===== config.mk =====
export PLATFORM = sky130hd
export DESIGN_NAME = sport_ctrl
export DESIGN_NICKNAME = d
export VERILOG_FILES = /design/src/rtl/sport_pkg.sv /design/src/rtl/sport_baud.sv /design/src/rtl/sport_tx.sv /design/src/rtl/sport_rx.sv /design/src/rtl/sport_ctrl.sv
export SDC_FILE = /design/constraint.sdc
export NUM_CORES = 1
export LEC_CHECK = 0
export ABC_AREA = 1
export BUFFER_PORTS_ARGS = -buffer_cell sky130_fd_sc_hd__buf_2
export CORE_ASPECT_RATIO = 1.75
export CORE_UTILIZATION = 35
export CTS_CLUSTER_DIAMETER = 40
export CTS_CLUSTER_SIZE = 30
export DETAILED_ROUTE_END_ITERATION = 16
export PLACE_DENSITY = 0.57
export SLEW_MARGIN = 40
export SYNTH_ARGS = -nofsm -noshare
export SYNTH_HDL_FRONTEND = slang
export SYNTH_SLANG_ARGS = --single-unit

===== constraint.sdc =====
create_clock -name clk -period 3 [get_ports clk]
set_input_delay 0.3 -clock clk [delete_from_list [all_inputs] [get_ports clk]]
set_output_delay 0.3 -clock clk [all_outputs]
set_load 0.05 [all_outputs]

===== src/rtl/sport_pkg.sv =====
package sport_pkg;
    typedef enum logic [1:0] {
        MODE_SYNC   = 2'd0,
        MODE_A8     = 2'd1,
        MODE_A9_FIX = 2'd2,
        MODE_A9_PRG = 2'd3
    } smode_e;

    localparam logic [1:0] SEL_CTRL   = 2'd0;
    localparam logic [1:0] SEL_DATA   = 2'd1;
    localparam logic [1:0] SEL_RELOAD = 2'd2;

    localparam int OS_RATE = 16;
endpackage


===== src/rtl/sport_baud.sv =====
module sport_baud #(
    parameter int RLW = 16
) (
    input  logic           clk,
    input  logic           rst_n,
    input  logic [RLW-1:0] reload,
    output logic           os_tick
);
    logic [RLW-1:0] cnt_q;

    assign os_tick = (cnt_q == '0);

    always_ff @(posedge clk or negedge rst_n) begin
        if (!rst_n)       cnt_q <= '0;
        else if (os_tick) cnt_q <= reload;
        else              cnt_q <= cnt_q - 1'b1;
    end
endmodule


===== src/rtl/sport_tx.sv =====
module sport_tx
    import sport_pkg::*;
#(
    parameter int DW = 8
) (
    input  logic          clk,
    input  logic          rst_n,
    input  smode_e        mode,
    input  logic          os_tick,
    input  logic          load,
    input  logic [DW-1:0] din,
    input  logic          b8_in,
    input  logic          rx_line,
    output logic          ser_out,
    output logic          sclk_o,
    output logic          busy,
    output logic          tx_done,
    output logic          sync_done,
    output logic [DW-1:0] sync_byte
);
    localparam int BCW = $clog2(DW);

    typedef enum logic [2:0] {
        TX_IDLE, TX_ARM, TX_START, TX_DATA, TX_NINTH, TX_STOP, TX_SYNC
    } txst_e;

    txst_e          st_q, st_d;
    logic [3:0]     os_q;
    logic [1:0]     ph_q;
    logic [BCW-1:0] bit_q;
    logic [DW-1:0]  sh_q, rsh_q;
    logic           b8_q;

    logic bit_end, last_bit, ninth;
    assign bit_end  = os_tick && (os_q == 4'(OS_RATE - 1));
    assign last_bit = (bit_q == BCW'(DW - 1));
    assign ninth    = (mode == MODE_A9_FIX) || (mode == MODE_A9_PRG);

    always_ff @(posedge clk or negedge rst_n) begin
        if (!rst_n) st_q <= TX_IDLE;
        else        st_q <= st_d;
    end

    always_comb begin
        st_d = st_q;
        unique case (st_q)
            TX_IDLE:  if (load) st_d = (mode == MODE_SYNC) ? TX_SYNC : TX_ARM;
            TX_ARM:   if (os_tick) st_d = TX_START;
            TX_START: if (bit_end) st_d = TX_DATA;
            TX_DATA:  if (bit_end && last_bit) st_d = ninth ? TX_NINTH : TX_STOP;
            TX_NINTH: if (bit_end) st_d = TX_STOP;
            TX_STOP:  if (bit_end) st_d = TX_IDLE;
            TX_SYNC:  if (ph_q == 2'd3 && last_bit) st_d = TX_IDLE;
            default:  st_d = TX_IDLE;
        endcase
    end

    always_ff @(posedge clk or negedge rst_n) begin
        if (!rst_n) begin
            os_q      <= '0;
            ph_q      <= '0;
            bit_q     <= '0;
            sh_q      <= '0;
            rsh_q     <= '0;
            b8_q      <= 1'b0;
            tx_done   <= 1'b0;
            sync_done <= 1'b0;
        end else begin
            tx_done   <= 1'b0;
            sync_done <= 1'b0;
            if (st_q == TX_IDLE && load) begin
                sh_q  <= din;
                b8_q  <= b8_in;
                bit_q <= '0;
                ph_q  <= '0;
            end
            if (st_q == TX_ARM || st_q == TX_IDLE) os_q <= '0;
            else if (os_tick)                      os_q <= os_q + 4'd1;
            if (st_q == TX_DATA && bit_end) begin
                sh_q  <= sh_q >> 1;
                bit_q <= bit_q + BCW'(1);
            end
            if (st_q == TX_STOP && bit_end) tx_done <= 1'b1;
            if (st_q == TX_SYNC) begin
                ph_q <= ph_q + 2'd1;
                if (ph_q == 2'd3) begin
                    sh_q  <= sh_q >> 1;
                    rsh_q <= {rx_line, rsh_q[DW-1:1]};
                    bit_q <= bit_q + BCW'(1);
                    if (last_bit) begin
                        tx_done   <= 1'b1;
                        sync_done <= 1'b1;
                    end
                end
            end
        end
    end

    always_comb begin
        ser_out = 1'b1;
        sclk_o  = 1'b1;
        unique case (st_q)
            TX_START: ser_out = 1'b0;
            TX_DATA:  ser_out = sh_q[0];
            TX_NINTH: ser_out = b8_q;
            TX_SYNC:  begin ser_out = sh_q[0]; sclk_o = ph_q[1]; end
            default:  ser_out = 1'b1;
        endcase
    end

    assign busy      = (st_q != TX_IDLE);
    assign sync_byte = rsh_q;

    AST_LINE_ON_TICK: assert property (@(posedge clk) disable iff (!rst_n)
        ((ser_out != $past(ser_out)) && ($past(st_q) != TX_SYNC) && (st_q != TX_SYNC))
        |-> $past(os_tick)) else $error("line moved off a tick");
endmodule


===== src/rtl/sport_rx.sv =====
module sport_rx
    import sport_pkg::*;
#(
    parameter int DW = 8
) (
    input  logic          clk,
    input  logic          rst_n,
    input  smode_e        mode,
    input  logic          en,
    input  logic          os_tick,
    input  logic          line,
    output logic          rx_done,
    output logic [DW-1:0] rx_byte,
    output logic          rx_b8
);
    localparam int BCW = $clog2(DW + 1);

    typedef enum logic [1:0] {RX_IDLE, RX_START, RX_DATA, RX_STOP} rxst_e;

    rxst_e          st_q, st_d;
    logic           line_d, sa_q, sb_q;
    logic [3:0]     os_q;
    logic [BCW-1:0] bit_q;
    logic [DW:0]    sh_q;

    logic ninth, vote, mid, bit_end;
    logic [BCW-1:0] nbits;
    assign ninth   = (mode == MODE_A9_FIX) || (mode == MODE_A9_PRG);
    assign nbits   = ninth ? BCW'(DW + 1) : BCW'(DW);
    assign vote    = (sa_q & sb_q) | (sa_q & line) | (sb_q & line);
    assign mid     = os_tick && (os_q == 4'd8);
    assign bit_end = os_tick && (os_q == 4'(OS_RATE - 1));

    always_ff @(posedge clk or negedge rst_n) begin
        if (!rst_n) st_q <= RX_IDLE;
        else        st_q <= st_d;
    end

    always_comb begin
        st_d = st_q;
        unique case (st_q)
            RX_IDLE:  if (en && mode != MODE_SYNC && line_d && !line) st_d = RX_START;
            RX_START: if (mid && vote) st_d = RX_IDLE;
                      else if (bit_end) st_d = RX_DATA;
            RX_DATA:  if (bit_end && bit_q == nbits) st_d = RX_STOP;
            RX_STOP:  if (mid) st_d = RX_IDLE;
            default:  st_d = RX_IDLE;
        endcase
    end

    always_ff @(posedge clk or negedge rst_n) begin
        if (!rst_n) begin
            line_d  <= 1'b1;
            sa_q    <= 1'b1;
            sb_q    <= 1'b1;
            os_q    <= '0;
            bit_q   <= '0;
            sh_q    <= '0;
            rx_done <= 1'b0;
            rx_byte <= '0;
            rx_b8   <= 1'b0;
        end else begin
            line_d  <= line;
            rx_done <= 1'b0;
            if (st_q == RX_IDLE) begin
                os_q  <= '0;
                bit_q <= '0;
            end else if (os_tick) begin
                os_q <= os_q + 4'd1;
                if (os_q == 4'd6) sa_q <= line;
                if (os_q == 4'd7) sb_q <= line;
            end
            if (st_q == RX_DATA && mid) begin
                sh_q  <= {vote, sh_q[DW:1]};
                bit_q <= bit_q + BCW'(1);
            end
            if (st_q == RX_STOP && mid) begin
                rx_done <= 1'b1;
                rx_b8   <= ninth ? sh_q[DW] : vote;
                rx_byte <= ninth ? sh_q[DW-1:0] : sh_q[DW:1];
            end
        end
    end

    AST_DONE_PULSE: assert property (@(posedge clk) disable iff (!rst_n)
        rx_done |=> !rx_done) else $error("receive hand-over held");
endmodule


===== src/rtl/sport_ctrl.sv =====
module sport_ctrl
    import sport_pkg::*;
#(
    parameter int DW    = 8,
    parameter int REG_W = 16
) (
    input  logic             clk,
    input  logic             rst_n,
    input  logic             wr_en,
    input  logic [1:0]       wr_sel,
    input  logic [REG_W-1:0] wr_data,
    input  logic [1:0]       rd_sel,
    output logic [REG_W-1:0] rd_data,
    input  logic             ser_in,
    output logic             ser_out,
    output logic             sclk_o
);
    smode_e           mode_q;
    logic             ri_q, ti_q, rb8_q, tb8_q, rxen_q, half_q;
    logic [REG_W-1:0] reload_q, os_reload;
    logic [DW-1:0]    rbuf_q;
    logic             s1_q, s2_q;

    logic          os_tick, tx_busy, tx_done, sync_done, rx_done, rx_b8;
    logic [DW-1:0] sync_byte, rx_byte;
    logic          wr_ctrl, wr_dat;

    assign wr_ctrl   = wr_en && (wr_sel == SEL_CTRL);
    assign wr_dat    = wr_en && (wr_sel == SEL_DATA);
    assign os_reload = (mode_q == MODE_A9_FIX) ? (half_q ? REG_W'(1) : REG_W'(3)) : reload_q;

    sport_baud #(.RLW(REG_W)) baud_i (
        .clk(clk), .rst_n(rst_n), .reload(os_reload), .os_tick(os_tick));

    sport_tx #(.DW(DW)) tx_i (
        .clk(clk), .rst_n(rst_n), .mode(mode_q), .os_tick(os_tick), .load(wr_dat),
        .din(wr_data[DW-1:0]), .b8_in(tb8_q), .rx_line(s2_q), .ser_out(ser_out),
        .sclk_o(sclk_o), .busy(tx_busy), .tx_done(tx_done), .sync_done(sync_done),
        .sync_byte(sync_byte));

    sport_rx #(.DW(DW)) rx_i (
        .clk(clk), .rst_n(rst_n), .mode(mode_q), .en(rxen_q), .os_tick(os_tick),
        .line(s2_q), .rx_done(rx_done), .rx_byte(rx_byte), .rx_b8(rx_b8));

    always_ff @(posedge clk or negedge rst_n) begin
        if (!rst_n) begin
            s1_q     <= 1'b1;
            s2_q     <= 1'b1;
            mode_q   <= MODE_SYNC;
            {ri_q, ti_q, rb8_q, tb8_q, rxen_q, half_q} <= '0;
            reload_q <= '0;
            rbuf_q   <= '0;
        end else begin
            s1_q <= ser_in;
            s2_q <= s1_q;
            if (wr_ctrl) begin
                ri_q   <= ri_q & wr_data[0];
                ti_q   <= ti_q & wr_data[1];
                tb8_q  <= wr_data[3];
                rxen_q <= wr_data[4];
                half_q <= wr_data[5];
                mode_q <= smode_e'(wr_data[7:6]);
            end
            if (wr_en && wr_sel == SEL_RELOAD) reload_q <= wr_data;
            if (tx_done) ti_q <= 1'b1;
            if (rx_done && !ri_q) begin
                rbuf_q <= rx_byte;
                rb8_q  <= rx_b8;
                ri_q   <= 1'b1;
            end
            if (sync_done && rxen_q && !ri_q) begin
                rbuf_q <= sync_byte;
                ri_q   <= 1'b1;
            end
        end
    end

    always_comb begin
        unique case (rd_sel)
            SEL_CTRL:   rd_data = REG_W'({mode_q, half_q, rxen_q, tb8_q, rb8_q, ti_q, ri_q});
            SEL_DATA:   rd_data = REG_W'(rbuf_q);
            SEL_RELOAD: rd_data = reload_q;
            default:    rd_data = '0;
        endcase
    end

    AST_TI_STICKY: assert property (@(posedge clk) disable iff (!rst_n)
        (ti_q && !wr_ctrl) |=> ti_q) else $error("transmit flag dropped");
    AST_RI_STICKY: assert property (@(posedge clk) disable iff (!rst_n)
        (ri_q && !wr_ctrl) |=> ri_q) else $error("receive flag dropped");
    AST_OVERRUN_KEEP: assert property (@(posedge clk) disable iff (!rst_n)
        (ri_q && (rx_done || sync_done)) |=> $stable(rbuf_q)) else $error("buffer overwritten");
    AST_RB8_KEEP: assert property (@(posedge clk) disable iff (!rst_n)
        (ri_q && rx_done) |=> $stable(rb8_q)) else $error("ninth bit overwritten");
endmodule


======== Word level (Yosys, flattened, before mapping) ========
Index checks and enable logic that the tools add are counted.
storage, ports and cells
  flip-flop bits (word level) ............. 113
  input port bits ......................... 24
  output and inout port bits .............. 18
  logic and storage cells ................. 180
operators by class
  add/subtract/negate cells ............... 6
  eq/ne operators ......................... 34
  muxes and demuxes ....................... 56
  bitwise operators ....................... 8
  reduce and logical (&&, ||, !) cells .... 45
operators by type and width
  operator               number
  $mux 8                 7
  $pmux 16 s3            1
  $mux 3                 12
  $mux 16                2
  $mux 4                 6
  $logic_and 1x1->1      21
  $pmux 3 s7             1
  $ne 2x1->1 const B     10
  $mux 1                 17
  $logic_not 16->1       1
  $mux 2                 8
  $sub 16x1->16 const B  1
  $eq 2x2->1 const B     7
  $reduce_bool 2->1      7
  $add 4x1->4 const B    3
  $eq 3x3->1 const B     4
  $eq 4x4->1 const B     3
  $eq 4x3->1 const B     2
  $logic_not 2->1        4
  $pmux 2 s4             1
  $reduce_and 7->1       1
  $eq 2x1->1 const B     3
  $eq 3x2->1 const B     2
  $reduce_and 3->1       2
  16 further kinds       23

======== Logic depth before layout (Yosys ltp) ========
  depth in word-level cells ............... 7
  depth in mapped cells ................... 11
  gate-level depth less buffers ........... 11

======== Hierarchy ========
A second synthesis with hierarchy kept.
unflattened totals
  cell total of the unflattened synthesis .. 796
  area, all modules ....................... 6142.1 sq um
by module, submodules not included
  module      instances  cells each  area an instance (sq um)  sequential area each (sq um)
  sport_ctrl  1          254         1828.0                    853.3
  sport_tx    1          200         1675.4                    775.7
  sport_rx    1          189         1580.3                    804.5
  sport_baud  1          153         1058.5                    400.4

======== Least setup slack after synthesis ========
OpenSTA, ideal clock, no wires.
  path type ............................... input port to output port
  from .................................... input rd_sel[1]
  to ...................................... output rd_data[6]
  arrival ................................. 1.780 ns
  required time ........................... 2.700 ns
  slack ................................... 0.920 ns
  stages on the path ...................... 5
  buffers on the path ..................... 2
  cells stage by stage .................... inv_1 or2_2 clkbuf_1 clkbuf_1 o221ai_1
between the ends
  word-level cells in the longest chain between the ends .. 2
  elaborated cells between the ends (all ways) .. 4
  those cells by class .................... eq/ne (2); mux (1); reduce/logical (1)
ends and longest elaborated chain
  item                                      line              RTL
  from (decl)                               sport_ctrl.sv:12  input logic [1:0] rd_sel,
  $eq 2x2->1, or another cell as far along  sport_ctrl.sv:79  unique case (rd_sel)
  $pmux 16 s3 *                             sport_ctrl.sv:79
  to (decl)                                 sport_ctrl.sv:13  output logic [REG_W-1:0] rd_data,
Mark *: on every way between the ends. The rest lies on a longest branch, timed or not.

======== Worst setup path in the final report ========
  from .................................... register tx_i.st_q[2]
  to ...................................... output ser_out
between the ends
  word-level cells in the longest chain between the ends .. 3
  elaborated cells between the ends (all ways) .. 6
  those cells by class .................... eq/ne (4); mux (1); reduce/logical (1)
ends and longest elaborated chain
  item                                      line              RTL
  from (decl)                               sport_tx.sv:27    txst_e st_q, st_d;
  from (signal assigned)                    sport_tx.sv:41    else st_q <= st_d;
  $eq 3x3->1 or $eq 3x2->1 (tied branches)  sport_tx.sv:102   unique case (st_q)
  $reduce_or 2->1 (no line)                 -
  $pmux 1 s3 *                              sport_tx.sv:102
  to (decl)                                 sport_ctrl.sv:15  output logic ser_out,
Marks and branches as above.

==> reports/metrics.yaml <==
path_cells: "nand2_1 -> nor2_1 -> o21ai_0 -> nand4_1 -> buf_2"
synth_seq_cells: 113
end_kind: "primary output"
rows: 60
path_class: "reg -> out"
synth.distinct_cells: 42
synth_area_leaders: "dfrtp_1 (49%), nand2_1 (9.5%), o21ai_0 (5.4%), inv_1 (4.7%), nor2_1 (4.5%)"
postCtsSetupBuffers: 0
cts.sinks: 113
io_pins: 42
nets: 720
area_delta_synth_final_pct: 17.9
stdcell_count: 885
gp_congestion: 0.862
synth_edf_count: 0
portBuffers: 41
drive_gt1_frac: 0.162
clock_skew_ns: 0.0116
clock_latency_ns: 0.41
cts_tree: "built"
cts_root_buf: "clkbuf_16"
antenna_found_initial: 0
layout_setup_ws_ns: 0.707
status: "finished, final reports clean"
cp.required_ns: 2.70
setup_viol: 0
max_cap_viol_count: 0
cts_buffer_depth: 2
yosys_warnings: 0
synth_top_area_frac: 0.487
syn_area_um2: 5550
track_usage: 0.178
rsz0062_at_grt: "false"
crit_buf_inv: 1
overflow: 0
max_stage_delay_ns: 0.52
crit_slowest_cell: "dfrtp_1"
core-area_um2: 15500
fp.dieW_um: 97.2
yosysTopAreaCell: "dfrtp_1"
syn-num-nets: 669
wirelength_um: 13500
slew_headroom: 0.576
cts_buffers: 17
synth.avg_cell_area_um2: 8.73
firstDrtPassIters: 4
synthArstFlopShare: 1.00
dp_hpwl_um: 10200
worstPathArrival_ns: 1.99
die_h_um: 169
synth_ff_type: "dfrtp_1"
p_per_area_nw_per_um2: 781
vias: 4422
dp.cells: 852
antenna_cells: 0
crit_fanout: 9
hold_class: "in -> reg"
clkTransAtPathRegs_ns: 0.05
drtIter0Drc: 222
ant_nets: 0
leakagePower_nw: 3.20
tightest_slew_ns: 0.636
timing.hold.ws_ns: 0.139
slew_viol_final: 0
avgRoutedWirePerCell_um: 15.3
cts-htree-levels: 4
die_area_um2: 16400
start_util: 0.359
timing.fmax_mhz: 436
grt_max_degree: 48
period_minus_slack_ns: 2.29
syn_inst: 636
setup_tns_ns: 0
drc: 0
yosysSeqAreaShare: 0.510
via_per_inst: 5.00
ir_drop_mv: 0.510
post-place-ws_ns: 1.07
hold_viol_final: 0
fin_crit_sh: 0.764
cp-start-kind: "register"
path_delay_family: "simple AND/OR/NAND/NOR gates"
grt_pass1_vias: 4561
grt_pass1_wl_um: 22800
synth_stat cells (all sizes together), types with 2 or more instances:
cell      n
nor2     74
o21ai    63
buf      10
or2       2
inv      70
a21oi    18
nand2   150
dfrtp   108
a211oi    3
xor2      5
nand4    10
ha        9
nand3b    2
dfstp     5
mux2     10
nor3      9
o221ai    8
xnor2     8
mux2i    10
nand3    31
clkinv    2
clkbuf    6
o211ai    8
o22ai     8
what timing repair did:
action,CTS,global route
hold buffers,2,0
gates resized for setup,0,0
hold endpoints to repair,40,0
kinds of logic after synthesis:
kind of cell,after synthesis,synth area share
AOI/OAI and AO/OA,113,0.116
adders and majority gates,9,0.0203
buffers and inverters,88,0.0638
and+or+nand+nor,280,0.226
DFF,113,0.510
xor gates and xnor gates,13,0.0205
muxes,20,0.0430
worst reg2reg max path, delay by kind of cell (launching register included):
kind               cells  cell delay (ns)
and+or+nand+nor        5             0.86
AOI/OAI and AO/OA      1             0.23
DFF                    1             0.74
area by class of cell:
type	count	area (um^2)
repair buffers	48	265
clock buffers	21	470
clock inverters	10	110
flip-flops and latches	113	2830
multi-input cells	435	2370
fillers	1558	8920
well taps	186	233
inverters	72	270
routing by layer:
metal,share of wire,GRT usage,vias up
met5,0,0,-
met4,0.035,0.0953,0
met3,0.021,0.0347,29
met2,0.53,0.311,67
met1,0.41,0.203,2134
li1,-,-,2192
path summary, 6_finish.rpt:
check,from,endpoint,slack (ns),cells after the start
max,tx_i.st_q[2]$_DFFE_PN0P_,ser_out,0.71,5
min,wr_data[8],reload_q[8]$_DFFE_PN0P_,0.14,3
max reg2reg,mode_q[1]$_DFFE_PN0P_,rx_i.st_q[0]$_DFFE_PN0P_,1.08,6
min reg2reg,s1_q$_DFF_PN1_,s2_q$_DFF_PN1_,0.35,0
max in group asynchronous,rst_n,s2_q$_DFF_PN1_,1.82,3
min in group asynchronous,rst_n,baud_i.cnt_q[11]$_DFF_PN0_,0.44,2
placed cells by master (no fill, tap or decap), types with 9 or more instances in the layout:
cell       instances
mux2i_1           10
clkbuf_16         17
nand2_1          141
buf_2             40
o21ai_0           60
dfrtp_1          108
nand4_1           10
nor3_1             9
nand3_1           30
a21oi_1           18
inv_1             69
ha_1               9
nor2_1            66
sequential cells by signal, summed over array words and instances, names as in the netlist, 4 cells and up, named ones only:
name	count
rx_i.bit_q	4
rx_i.rx_byte	8
tx_i.sh_q	8
rx_i.os_q	4
tx_i.sync_byte	8
baud_i.cnt_q	16
reload_q	16
rx_i.sh_q	9
tx_i.os_q	4
rbuf_q	8
stage by stage:
stage / total power, mW / instance area [um^2] / util
after floorplan: 2.85 / 5550 / -
after global placement: 3.14 / 5950 / 0.385
after detailed placement: 3.17 / 5950 / 0.385
after CTS: 5.16 / 6550 / 0.423
after global routing: 5.42 / 6550 / 0.423
final: 5.11 / 6550 / 0.423
power by group:
part / switching [mW] / internal [mW]
Sequential: 0.252 / 1.80
Combinational: 0.719 / 0.379
Clock: 0.694 / 1.27
No activity file was read; power rests on OpenSTA's default activity.
